[config.mk]
export PLATFORM = sky130hd
export DESIGN_NAME = vrx_wccc_rx
export DESIGN_NICKNAME = d
export VERILOG_FILES = /design/src/rtl/vrx_pkg.sv /design/src/rtl/vrx_fifo.sv /design/src/rtl/vrx_admit.sv /design/src/rtl/vrx_wccc_rx.sv
export SDC_FILE = /design/constraint.sdc
export NUM_CORES = 1
export LEC_CHECK = 0
export ABC_AREA = 1
export BUFFER_PORTS_ARGS = -buffer_cell sky130_fd_sc_hd__buf_2
export CAP_MARGIN = 20
export CORE_ASPECT_RATIO = 0.75
export CORE_MARGIN = 3
export CORE_UTILIZATION = 60
export DETAILED_ROUTE_END_ITERATION = 16
export GPL_TIMING_DRIVEN = 0
export PLACE_DENSITY = 0.76
export SETUP_SLACK_MARGIN = 0.5
export SYNTH_ARGS = -nofsm -noshare
export SYNTH_HDL_FRONTEND = slang
export SYNTH_SLANG_ARGS = --single-unit
[constraint.sdc]
create_clock -name clk -period 3.2 [get_ports clk]
set_input_delay 0.32 -clock clk [delete_from_list [all_inputs] [get_ports clk]]
set_output_delay 0.32 -clock clk [all_outputs]
set_load 0.02 [all_outputs]
[src/rtl/vrx_pkg.sv]
package vrx_pkg;
  localparam int VRX_LEN_W = 12;

  typedef struct packed {
    logic [7:0]           code;
    logic [7:0]           defb;
    logic                 has_def;
    logic [VRX_LEN_W-1:0] len;
  } vrx_resp_t;

  localparam int VRX_RESP_W = $bits(vrx_resp_t);
endpackage

[src/rtl/vrx_fifo.sv]
module vrx_fifo #(
  parameter int W = 8,
  parameter int DEPTH = 16,
  localparam int AW = (DEPTH > 1) ? $clog2(DEPTH) : 1,
  localparam int LW = $clog2(DEPTH + 1)
) (
  input  logic          clk,
  input  logic          rst_n,
  input  logic          push,
  input  logic [W-1:0]  din,
  output logic          full,
  output logic          valid,
  input  logic          ready,
  output logic [W-1:0]  dout,
  output logic [LW-1:0] level
);
  logic [W-1:0]  mem [DEPTH];
  logic [AW-1:0] wr_ptr, rd_ptr;
  logic          do_push, do_pop;

  assign full    = (level == LW'(DEPTH));
  assign valid   = (level != '0);
  assign dout    = mem[rd_ptr];
  assign do_push = push && !full;
  assign do_pop  = valid && ready;

  always_ff @(posedge clk) begin
    if (do_push) mem[wr_ptr] <= din;
  end

  always_ff @(posedge clk or negedge rst_n) begin
    if (!rst_n) begin
      wr_ptr <= '0;
      rd_ptr <= '0;
      level  <= '0;
    end else begin
      if (do_push) wr_ptr <= (wr_ptr == AW'(DEPTH - 1)) ? '0 : wr_ptr + 1'b1;
      if (do_pop)  rd_ptr <= (rd_ptr == AW'(DEPTH - 1)) ? '0 : rd_ptr + 1'b1;
      case ({do_push, do_pop})
        2'b10:   level <= level + 1'b1;
        2'b01:   level <= level - 1'b1;
        default: level <= level;
      endcase
    end
  end

  AST_FIFO_NO_OVERFLOW: assert property (@(posedge clk) disable iff (!rst_n)
    push |-> !full);
  AST_FIFO_HOLD_STALLED: assert property (@(posedge clk) disable iff (!rst_n)
    (valid && !ready) |=> (valid && $stable(dout)));
endmodule

[src/rtl/vrx_admit.sv]
module vrx_admit
  import vrx_pkg::*;
#(
  parameter int RX_DEPTH = 16,
  localparam int LW = $clog2(RX_DEPTH + 1)
) (
  input  logic            clk,
  input  logic            rst_n,
  input  logic            ev_start,
  input  logic            ev_directed,
  input  logic [7:0]      ev_code,
  input  logic            ev_def_valid,
  input  logic            ev_byte_valid,
  input  logic [7:0]      ev_byte,
  input  logic            ev_parity_err,
  input  logic            ev_stop,
  input  logic            ev_getstatus,
  input  logic            sw_resume,
  input  logic [LW-1:0]   cfg_start_thld,
  input  logic [LW-1:0]   rx_level,
  input  logic            rx_full,
  input  logic            resp_full,
  output logic            rx_push,
  output logic [7:0]      rx_din,
  output logic            resp_push,
  output vrx_resp_t       resp_din,
  output logic            start_ack,
  output logic            start_nack,
  output logic            st_overflow,
  output logic            st_proto_err,
  output logic            st_buf_unavail
);
  logic                 active, dir_q, drop_q, gs_seen;
  logic [7:0]           code_q, defb_q;
  logic                 has_def_q;
  logic [VRX_LEN_W-1:0] len_q;
  logic [LW-1:0]        free_sp;
  logic                 space_ok, lock, admit, bufna_set;
  logic                 byte_in, any_in, perr_hit, ovf_hit;

  assign free_sp   = LW'(RX_DEPTH) - rx_level;
  assign space_ok  = (free_sp >= cfg_start_thld);
  assign lock      = st_overflow || st_proto_err;
  assign admit     = space_ok && !resp_full && !lock && !st_buf_unavail;
  assign bufna_set = ev_start && !admit && !space_ok && !lock;

  // broadcast defining byte travels as payload
  assign byte_in  = ev_byte_valid || (ev_def_valid && !dir_q);
  assign any_in   = active && !drop_q && (ev_byte_valid || ev_def_valid);
  assign perr_hit = any_in && ev_parity_err;
  assign ovf_hit  = active && !drop_q && byte_in && !ev_parity_err && rx_full;
  assign rx_push  = active && !drop_q && byte_in && !ev_parity_err && !rx_full;
  assign rx_din   = ev_byte;

  assign resp_push = active && ev_stop;
  assign resp_din  = '{code: code_q, defb: defb_q, has_def: has_def_q, len: len_q};

  always_ff @(posedge clk or negedge rst_n) begin
    if (!rst_n) begin
      active <= 1'b0; dir_q <= 1'b0; drop_q <= 1'b0; gs_seen <= 1'b0;
      code_q <= '0; defb_q <= '0; has_def_q <= 1'b0; len_q <= '0;
      start_ack <= 1'b0; start_nack <= 1'b0;
      st_overflow <= 1'b0; st_proto_err <= 1'b0; st_buf_unavail <= 1'b0;
    end else begin
      start_ack  <= 1'b0;
      start_nack <= 1'b0;

      if (ev_start) begin
        if (admit) begin
          active <= 1'b1; dir_q <= ev_directed; code_q <= ev_code;
          defb_q <= '0; has_def_q <= 1'b0; len_q <= '0; drop_q <= 1'b0;
          start_ack <= 1'b1;
        end else begin
          active     <= 1'b0;
          start_nack <= ev_directed;
        end
      end else if (ev_stop) begin
        active <= 1'b0;
      end else begin
        if (rx_push) len_q <= len_q + 1'b1;
        if (active && !drop_q && dir_q && ev_def_valid && !ev_parity_err) begin
          defb_q    <= ev_byte;
          has_def_q <= 1'b1;
        end
        if (perr_hit || ovf_hit) drop_q <= 1'b1;
      end

      if (bufna_set)     st_buf_unavail <= 1'b1;
      else if (space_ok) st_buf_unavail <= 1'b0;

      if (lock && ev_getstatus) gs_seen <= 1'b1;
      if (sw_resume && gs_seen) begin
        st_overflow  <= 1'b0;
        st_proto_err <= 1'b0;
        gs_seen      <= 1'b0;
      end
      if (ovf_hit)  st_overflow  <= 1'b1;
      if (perr_hit) st_proto_err <= 1'b1;
    end
  end

  AST_LOCK_REFUSES: assert property (@(posedge clk) disable iff (!rst_n)
    (ev_start && lock) |=> !start_ack);
  AST_SPACE_GATES_ACK: assert property (@(posedge clk) disable iff (!rst_n)
    (ev_start && !space_ok) |=> !start_ack);
  AST_BCAST_NO_NACK: assert property (@(posedge clk) disable iff (!rst_n)
    (ev_start && !ev_directed) |=> !start_nack);
  AST_RESUME_GATED: assert property (@(posedge clk) disable iff (!rst_n)
    $fell(st_overflow) |-> $past(sw_resume));
  AST_RESP_ROOM: assert property (@(posedge clk) disable iff (!rst_n)
    resp_push |-> !resp_full);
endmodule

[src/rtl/vrx_wccc_rx.sv]
module vrx_wccc_rx
  import vrx_pkg::*;
#(
  parameter int RX_DEPTH = 16,
  parameter int RESP_DEPTH = 4,
  localparam int LW = $clog2(RX_DEPTH + 1),
  localparam int LEN_W = VRX_LEN_W
) (
  input  logic             clk,
  input  logic             rst_n,
  input  logic             ev_start,
  input  logic             ev_directed,
  input  logic [7:0]       ev_code,
  input  logic             ev_def_valid,
  input  logic             ev_byte_valid,
  input  logic [7:0]       ev_byte,
  input  logic             ev_parity_err,
  input  logic             ev_stop,
  input  logic             ev_getstatus,
  input  logic             sw_resume,
  input  logic [LW-1:0]    cfg_start_thld,
  input  logic [LW-1:0]    cfg_rx_thld,
  output logic             start_ack,
  output logic             start_nack,
  output logic             rx_valid,
  input  logic             rx_ready,
  output logic [7:0]       rx_data,
  output logic             resp_valid,
  input  logic             resp_ready,
  output logic [7:0]       resp_code,
  output logic [7:0]       resp_defb,
  output logic             resp_has_def,
  output logic [LEN_W-1:0] resp_len,
  output logic             st_overflow,
  output logic             st_proto_err,
  output logic             st_buf_unavail,
  output logic             dma_req
);
  localparam int RLW = $clog2(RESP_DEPTH + 1);

  logic          rx_push, rx_full, resp_push, resp_full;
  logic [7:0]    rx_din;
  logic [LW-1:0] rx_level;
  logic [RLW-1:0] resp_level;
  vrx_resp_t     resp_din, resp_head;

  vrx_admit #(.RX_DEPTH(RX_DEPTH)) ctl_i (
    .clk, .rst_n, .ev_start, .ev_directed, .ev_code, .ev_def_valid,
    .ev_byte_valid, .ev_byte, .ev_parity_err, .ev_stop, .ev_getstatus,
    .sw_resume, .cfg_start_thld, .rx_level, .rx_full, .resp_full,
    .rx_push, .rx_din, .resp_push, .resp_din, .start_ack, .start_nack,
    .st_overflow, .st_proto_err, .st_buf_unavail
  );

  vrx_fifo #(.W(8), .DEPTH(RX_DEPTH)) rxq_i (
    .clk, .rst_n, .push(rx_push), .din(rx_din), .full(rx_full),
    .valid(rx_valid), .ready(rx_ready), .dout(rx_data), .level(rx_level)
  );

  vrx_fifo #(.W(VRX_RESP_W), .DEPTH(RESP_DEPTH)) rspq_i (
    .clk, .rst_n, .push(resp_push), .din(resp_din), .full(resp_full),
    .valid(resp_valid), .ready(resp_ready), .dout(resp_head), .level(resp_level)
  );

  assign resp_code    = resp_head.code;
  assign resp_defb    = resp_head.defb;
  assign resp_has_def = resp_head.has_def;
  assign resp_len     = resp_head.len;
  assign dma_req      = (rx_level >= cfg_rx_thld);

  AST_RESP_LEVEL_BOUND: assert property (@(posedge clk) disable iff (!rst_n)
    resp_level <= RLW'(RESP_DEPTH));
endmodule

== After elaboration in Yosys (flattened, before gate mapping) ==
Memory sizes are Yosys's and may differ from the RTL's.
Index checks and enable logic that the tools add are counted.
Widths: inputs -> output; s select.

* Add/sub/neg operators: 10
* Magnitude comparators: 2
* Equality and inequality tests: 12
* Muxes and demuxes: 38
* Reduce and logical (&&, ||, !) cells: 53

{| class="wikitable"
|+ Operators with widths
! operator !! number
|-
| $mux 12 || 4
|-
| $mux 8 || 4
|-
| $logic_and 1x1->1 || 24
|-
| $mux 1 || 24
|-
| $reduce_bool 2->1 || 10
|-
| $add 12x1->12 const B || 1
|-
| $ge 5x5->1 || 2
|-
| $pmux 5 s2 || 1
|-
| $logic_not 1->1 || 9
|-
| $reduce_and 3->1 || 3
|-
| $add 4x1->4 const B || 2
|-
| $eq 2x2->1 const B || 4
|-
| $eq 4x4->1 const B || 2
|-
| $mux 4 || 2
|-
| $pmux 3 s2 || 1
|-
| $add 5x1->5 const B || 1
|-
| $eq 5x5->1 const B || 1
|-
| $reduce_bool 5->1 || 1
|-
| $sub 5x1->5 const B || 1
|-
| $sub 5x5->5 const A || 1
|-
| $add 2x1->2 const B || 2
|-
| $eq 2x1->1 const B || 2
|-
| $logic_or 1x1->1 || 4
|-
| $mux 2 || 2
|-
| 7 further kinds || 7
|}

* Register bits after elaboration: 58
* RAM bits: 244
* Bits of input ports: 38
* Output and inout bits: 45
* Word-level logic and storage cells: 136
* Memories kept: 2

{| class="wikitable"
|+ Memories
! memory !! words !! bits a word !! read ports !! clocked after memory_dff !! write ports !! line !! source
|-
| rxq_i.mem || 16 || 8 || 1 || 0 || 1 || vrx_fifo.sv:17 || <nowiki>logic [W-1:0] mem [DEPTH];</nowiki>
|-
| rspq_i.mem || 4 || 29 || 1 || 0 || 1 || vrx_fifo.sv:17 ||
|}

== Logic depth before layout (Yosys ltp) ==
Gate-level depths: netlist (run 1).

* Depth after elaboration: 10
* Gate-level depth with buffers: 16
* Gate-level depth less buffers: 16

== Hierarchy ==
Synthesis (run 1) repeated with hierarchy kept, for this count alone.

* Cell total of the unflattened synthesis: 1387
* Area, all modules: 13919.6 um2

{| class="wikitable"
|+ By module, submodules not included
! module !! instances !! cells an instance !! area an instance (um2) !! seq. area each (um2)
|-
| vrx_fifo at rxq_i || 1 || 675 || 6465.0 || 4169.0
|-
| vrx_fifo at rspq_i || 1 || 398 || 5141.2 || 3658.5
|-
| vrx_admit || 1 || 291 || 2180.8 || 950.9
|-
| vrx_wccc_rx || 1 || 23 || 132.6 || 0.0
|}

== Least setup slack after synthesis (run 1) ==
OpenSTA, ideal clock, no wires.

* Path type: reg2reg
* From: reg rxq_i.level[0]
* To: reg rxq_i.level[4]
* Library setup time: 65 ps
* Data arrival time: 2479 ps
* Required time: 3135 ps
* Slack: 656 ps
* Stages on the path, launching flop included: 17
* Path buffers: 0
* Clock period less this slack: 2544 ps
* Cell sequence: dfrtp_1 -> inv_1 -> ha_1 -> nand2_1 -> nor2_1 -> ha_1 -> inv_1 -> nand2_1 -> inv_1 -> ha_1 -> fa_1 -> nand2_1 -> nand2_1 -> a21oi_1 -> xor2_1 -> nand2_1 -> nand2_1

* Elaborated cells between the ends (all ways): 12
* Classes of those cells: 2 x add/sub; 3 x eq/ne; 1 x mux; 6 x reduce/logical

{| class="wikitable"
|+ RTL lines
! element !! line !! source
|-
| from (decl) || vrx_fifo.sv:15 || <nowiki>output logic [LW-1:0] level</nowiki>
|-
| from (signal assigned) || vrx_fifo.sv:40 || <nowiki>2'b10: level <= level + 1'b1;</nowiki>
|-
| from (signal assigned) || vrx_fifo.sv:41 || <nowiki>2'b01: level <= level - 1'b1;</nowiki>
|-
| from (signal assigned) || vrx_fifo.sv:42 || <nowiki>default: level <= level;</nowiki>
|-
| $reduce_bool 5->1 (*) || vrx_fifo.sv:22 || <nowiki>assign valid = (level != '0);</nowiki>
|-
| net rx_valid || vrx_wccc_rx.sv:25 || <nowiki>output logic rx_valid,</nowiki>
|-
| $logic_and 1x1->1 (*) || vrx_fifo.sv:25 || <nowiki>assign do_pop = valid && ready;</nowiki>
|-
| net rxq_i.do_pop || vrx_fifo.sv:19 || <nowiki>logic do_push, do_pop;</nowiki>
|-
| $eq 2x1->1 or $eq 2x2->1 (tied branches) || vrx_fifo.sv:39 || <nowiki>case ({do_push, do_pop})</nowiki>
|-
| $pmux 5 s2 or $reduce_bool 2->1 (tied branches) || - ||
|}

Mark *: on every way through the listed nets, which the timed path passes. The rest lies on a longest branch.
A chain may end at the register's enable or synchronous reset.

== Worst setup path in the final report (run 1) ==
* From: reg rxq_i.level[0]
* To: reg rxq_i.level[4]

* Elaborated cells between the ends (all ways): 12
* Classes of those cells: 2 x add/sub; 3 x eq/ne; 1 x mux; 6 x reduce/logical

{| class="wikitable"
|+ RTL lines
! element !! line
|-
| $reduce_bool 5->1 (*) || vrx_fifo.sv:22
|-
| $logic_and 1x1->1 (*) || vrx_fifo.sv:25
|-
| net rxq_i.do_pop || vrx_fifo.sv:19
|-
| $eq 2x1->1 or $eq 2x2->1 (tied branches) || vrx_fifo.sv:39
|-
| $pmux 5 s2 or $reduce_bool 2->1 (tied branches) || -
|}

Marks and branches as above.

==> qor.yml, run 1 <==
setup_path:
  r2r_end: "rxq_i.level[4]"
  path_depth: 16
  endpoint_kind: "register"
  cp-endpoint: "rxq_i.level[4]"
  cpMostUsedCell: "nand2_1"
  critical_path_arrival_ns: 3.09
  rr_worst_depth: 16
  crit_fanout: 7
  crit_path_max_incr_delay_ns: 0.45
  worst-path-buf-inv: 3
  critical-path-slowest-cell: "dfrtp_2"
  path_class: "reg2reg"
  reg2reg_from: "rxq_i.level[0]"
  required_ns: 3.67
  crit_chain: "inv_2 > ha_1 > nand2_1 > nor2_2 > ha_1 > inv_1 > nand2_2 > inv_2 > ha_2 > fa_2 > nand2_1 > nand2_1 > a21oi_2 > xor2_1 > nand2_1 > nand2_1"
  reg2reg_slack_ns: 0.58
  crit_family: "adder cells"
  crit_start: "rxq_i.level[0]"
  cp-start-kind: "register"
detailed_routing:
  remaining_drc_errors: 0
  antenna_violating_nets_post_route: 0
  drt-pass1-iter-count: 6
  drt_iter0_markers: 934
  viasPerCell: 5.78
  avgRoutedWirePerCell_um: 19.6
  routed_wl_um: 29500
  num_vias: 8720
final_layout:
  finalNonFillerCells: 1509
  fin_util: 0.711
  diodes: 0
  layout.nets: 1275
  areaGrowthSynthToFinish_pct: 14.4
  drive_above_1_share: 0.170
global_route:
  grt_pass1_wl_um: 45800
  grt_start_max_net_pins: 59
  grt_pass1_vias: 8473
  grt_usage: 0.254
  overflow: 0
  antenna_found_initial: 0
clock_network:
  path_clk_slew_ns: 0.07
  cts_tree: "done"
  clkSinkCount: 302
  cts_setup_buffers: 0
  clock_path_buffers: 3
  cts_made_buffers: 27
  clock_latency_ns: 0.54
  cts_root_buf: "clkbuf_16"
  cts_htree_levels: 1
synthesis:
  ys_types: 34
  syn_avg_cell_area_um2: 11.7
  seq_area_frac_synth: 0.688
  synth_edf_count: 244
  synthTopCellsByArea: "edfxtp_1, dfrtp_1, o21ai_0"
  syn_area_um2: 12800
  synthFlopType: "edfxtp_1"
  mappedNetlistNets: 1156
  synthCells: 1087
  ys_ff_latch: 302
  synth_top_area_frac: 0.574
  synth_common_cells: "edfxtp_1, nor2_1, nand2_1"
  yosysTopAreaCell: "edfxtp_1"
  async_flop_share: 0.192
  yosys_warnings: 0
  yosysMostFrequentCell: "edfxtp_1"
sta:
  setup_violations: 0
  hold_viol_final: 0
  grt_setup_unrepaired: "true"
  max_clock_freq_ghz: 0.382
  fin_tns_setup_ns: 0
  max-slew-margin-rel: 0.349
  tightest_slew_ns: 0.973
  fin_skew_ns: 0.0203
  final.period_utilization: 0.818
  slew_viol_final: 0
  min_period_ns: 2.62
power:
  p_per_area_nw_per_um2: 882
  power_mw: 12.9
  ir_drop_v: 0.000479
  p_leak_nw: 5.64
floorplanning:
  ios: 83
  start_util: 0.621
  core_area_um2: 20600
  dieArea_um2: 23100
  die-width_um: 174
  die_h_um: 132
  num_rows: 45
placement:
  place_inst: 1452
  gp_congestion: 0.895
  io_buffer_count: 81
  hpwl_um: 19200
run_status:
  status: "finished, final reports clean"
worst_hold_path:
  hold_path.class: "in2reg"
flow_run:
  max_cap_violations: 0
==> kinds of logic (layout without fill, tap and decap cells) <==
family | count (synthesis) | after routing | synth area share
compound gates | 233 | 233 | 0.103
xor+xnor | 12 | 12 | 0.00823
fa+ha+maj | 31 | 31 | 0.0316
buf+inv | 136 | 276 | 0.0473
flops | 302 | 302 | 0.688
simple gates | 373 | 373 | 0.122
==> worst min-delay path: stages <==
cell	delay (ns)
buf_2	0.09
nand2_1	0.05
nand2_1	0.05
==> cells in the final DEF (no fill, tap or decap), types with 31 or more instances in the layout <==
cell and count:
nand3_1 50, dfrtp_1 56, edfxtp_1 244, o22ai_1 31
nand2_1 147, o21ai_0 126, inv_1 78, buf_2 101
nor2_1 135, o211ai_1 40
==> routing by layer <==
metal / track usage / vias to the layer above / routed length (um)
met4: 0.0616 / 0 / 573
met3: 0.0512 / 46 / 2730
met2: 0.381 / 409 / 13100
met1: 0.389 / 4197 / 13100
li1: - / 4068 / -
met5: 0 / - / 0
==> how the worst min path moves through the flow <==
stage | start | endpoint | slack [ns] | depth (start not counted)
after global routing | ev_code[1] | ctl_i.code_q[1] | 0.03 | 3
final | ev_code[5] | ctl_i.code_q[5] | 0.01 | 3
after CTS | ev_code[1] | ctl_i.code_q[1] | 0.005 | 3
after global placement | ctl_i.gs_seen | ctl_i.gs_seen | 0.45 | 1
after floorplan | rst_n | ctl_i.active | 0.02 | 0
after detailed placement | rst_n | rspq_i.level[0] | 0.46 | 1
==> power breakdown <==
group	total, mW	switching, mW	internal (mW)
clock network	3.12	1.38	1.74
registers	4.97	0.300	4.67
logic	4.79	3.30	1.49
==> stage by stage <==
stage / area (um2) / setup WS (ns) / hold slack [ns]
final: 14600 / 0.581 / 0.0142
after global routing: 14600 / 0.411 / 0.0272
after CTS: 14600 / 0.337 / 0.00503
after detailed placement: 13600 / 0.236 / 0.464
after global placement: 13500 / -0.323 / 0.454
after floorplan: 12800 / 0.656 / 0.0244
==> final cells by class <==
type	count	area (um2)
sequential	302	8780
timing repair buffer	90	526
clock inverter	11	98.8
buffer	48	279
tap	282	353
inverter	88	334
clock buffer	39	761
fill	1436	5950
multi-input combinational	649	3470
==> flip-flops by register name, indices dropped and copies added (netlist names) <==
signal / count
ctl_i.active: 1
ctl_i.code_q: 8
ctl_i.defb_q: 8
ctl_i.dir_q: 1
ctl_i.drop_q: 1
ctl_i.gs_seen: 1
ctl_i.has_def_q: 1
ctl_i.len_q: 12
ctl_i.st_buf_unavail: 1
ctl_i.st_overflow: 1
ctl_i.st_proto_err: 1
ctl_i.start_ack: 1
ctl_i.start_nack: 1
rspq_i.level: 3
rspq_i.mem: 116
rspq_i.rd_ptr: 2
rspq_i.wr_ptr: 2
rxq_i.level: 5
rxq_i.mem: 128
rxq_i.rd_ptr: 4
rxq_i.wr_ptr: 4
==> repair_timing <==
action | CTS | global route
gates cloned | 0 | 0
resized for setup | 17 | 16
hold buffers | 7 | 0
endpoints found under the hold margin | 64 | 0
endpoints found under the setup margin | 115 | 135
No activity file was read; power rests on OpenSTA's default activity.
==> inputs of run 2 (changes only) <==
==> constraint.sdc (replaced) <==
create_clock -name clk -period 2.7 [get_ports clk]
set_input_delay 0.27 -clock clk [delete_from_list [all_inputs] [get_ports clk]]
set_output_delay 0.27 -clock clk [all_outputs]
set_load 0.02 [all_outputs]
==> qor.yml, run 2 (synthesized netlist as in run 1, its figures left out) <==
power:
  p_clk_frac: 0.224
  p_sw_mw: 6.67
  swShare: 0.385
  pwr-share-comb: 0.433
  ir_drop_v: 0.000584
  p_per_area_nw_per_um2: 1090
  sequentialPowerShare: 0.343
  p_leak_nw: 6.16
  p_int_mw: 10.7
setup_path:
  required_ns: 2.43
  path_class: "reg2out"
  critical_path_arrival_ns: 2.30
  crit_fanout: 9
  endpoint_kind: "output pin"
  cp-start-kind: "register"
clock_network:
  clock_path_buffers: 3
  cts_tree: "done"
  path_clk_slew_ns: 0.07
  cts_made_buffers: 28
  clkSinkCount: 302
  clock_latency_ns: 0.55
  cts_htree_levels: 1
  cts_root_buf: "clkbuf_16"
placement:
  post_dp_cell_area_um2: 13600
  gp_congestion: 0.910
  io_buffer_count: 81
  place_inst: 1452
  hpwl_um: 19400
sta:
  tightest_slew_ns: 0.992
  final.period_utilization: 0.953
  min_period_ns: 2.57
  max-slew-margin-rel: 0.337
  slew_viol_final: 0
  max_clock_freq_ghz: 0.389
  fin_skew_ns: 0.0120
  setup_violations: 0
  fin_hold_ws_ns: 0.0194
  grt_setup_unrepaired: "true"
  hold_viol_final: 0
run_status:
  status: "finished, final reports clean"
floorplanning:
  die-width_um: 174
  die_h_um: 132
  core_area_um2: 20600
  dieArea_um2: 23100
  ios: 83
  start_util: 0.621
  num_rows: 45
global_route:
  overflow: 0
  grt_pass1_wl_um: 48100
  grt_usage: 0.267
  grt_start_max_net_pins: 59
  antenna_found_initial: 0
  grt_pass1_vias: 8838
final_layout:
  regMostFlops: "rxq_i.mem"
  layout.nets: 1322
  diodes: 0
  most-common-layout-cells: "edfxtp_1, nor2_1, nand2_1"
  drive_above_1_share: 0.260
  largest_register_ffs: 128
  areaGrowthSynthToFinish_pct: 24.2
  largestRegisters: "rxq_i.mem (128), rspq_i.mem (116), ctl_i.len_q (12)"
  finalNonFillerCells: 1557
  layout_commonest_cell: "edfxtp_1"
  stdcell_area_um2: 15900
flow_run:
  max_cap_violations: 0
detailed_routing:
  remaining_drc_errors: 0
  antenna_violating_nets_post_route: 0
  num_vias: 9383
  routed_wl_um: 32900
  drt_iter0_markers: 1283
  avgRoutedWirePerCell_um: 21.1
  drt-pass1-iter-count: 5
  viasPerCell: 6.03
worst_hold_path:
  hold_path.class: "in2reg"
==> run 2: changes by cell type in the layout (fill, tap and decap cells not counted), sizes merged <==
cell	delta
clkinvlp	-3
dlygate4sd3	+5
buf	+45
clkbuf	-3
bufinv	+1
inv	-1
clkinv	+4
==> run 2: per-stage QoR <==
stage | power (mW) | utilization | worst slack [ns] | TNS [ns]
2_1_floorplan | 9.61 | - | 0.294 | 0
3_3_place_gp | 11.3 | 0.660 | -0.836 | -88.02
3_5_place_dp | 11.6 | 0.664 | -0.0997 | -0.216
4_1_cts | 16.5 | 0.751 | 0.334 | 0
5_1_grt | 18.1 | 0.772 | 0.147 | 0
6_report | 17.3 | 0.772 | 0.127 | 0
==> run 2: repair_timing <==
action                                 CTS  global route
setup endpoints to repair              266           234
buffers inserted                        22            14
pin swaps                               35            44
resized for setup                      159            94
endpoints found under the hold margin   69             0
hold buffers                            12             0
cloned                                   4             1
==> run 2: cell type report <==
type                            count  area [um2]
Timing Repair inverter              1        11.3
Timing Repair Buffer              135        1080
Fill cell                        1124        4690
Multi-Input combinational cell    649        3870
Tap cell                          282         353
Inverter                           88         367
Clock inverter                     11         116
Clock buffer                       41         790
Sequential cell                   302        8790
Buffer                             48         484
==> run 2: worst max-delay path: stages (launching register included) <==
cell and delay, ns:
dfrtp_1 0.43, buf_8 0.18, buf_8 0.16, clkbuf_16 0.16, o211ai_1 0.22, o211ai_1 0.21
nand3_1 0.18, nand2_1 0.09, buf_6 0.13
==> run 2: worst paths after layout <==
kind,startpoint,cells past startpoint,endpoint,slack [ns]
setup / recovery,rxq_i.rd_ptr[0],8,rx_data[2],0.13
hold / removal,ev_parity_err,3,ctl_i.st_proto_err,0.02
setup reg to reg,rxq_i.level[1],16,ctl_i.defb_q[1],0.37
hold reg to reg,ctl_i.code_q[6],0,rspq_i.mem[1][27],0.51
max in group asynchronous,rst_n,2,rspq_i.rd_ptr[0],1.77
min in group asynchronous,rst_n,2,ctl_i.len_q[4],0.34
==> run 2: metal layers <==
metal	track usage	wire length, um
met3	0.0671	3770
met5	0	0
met2	0.401	14800
met1	0.396	13400
met4	0.0728	920
==> run 2: power groups by stage <==
stage          Combinational, mW  Sequential, mW  Clock [mW]
4_1_cts                     6.70            5.90        3.89
2_1_floorplan               3.71            5.90           0
3_3_place_gp                5.35            5.96           0
5_1_grt                     8.01            5.98        4.08
3_5_place_dp                5.58            5.97           0
6_report                    7.50            5.94        3.89
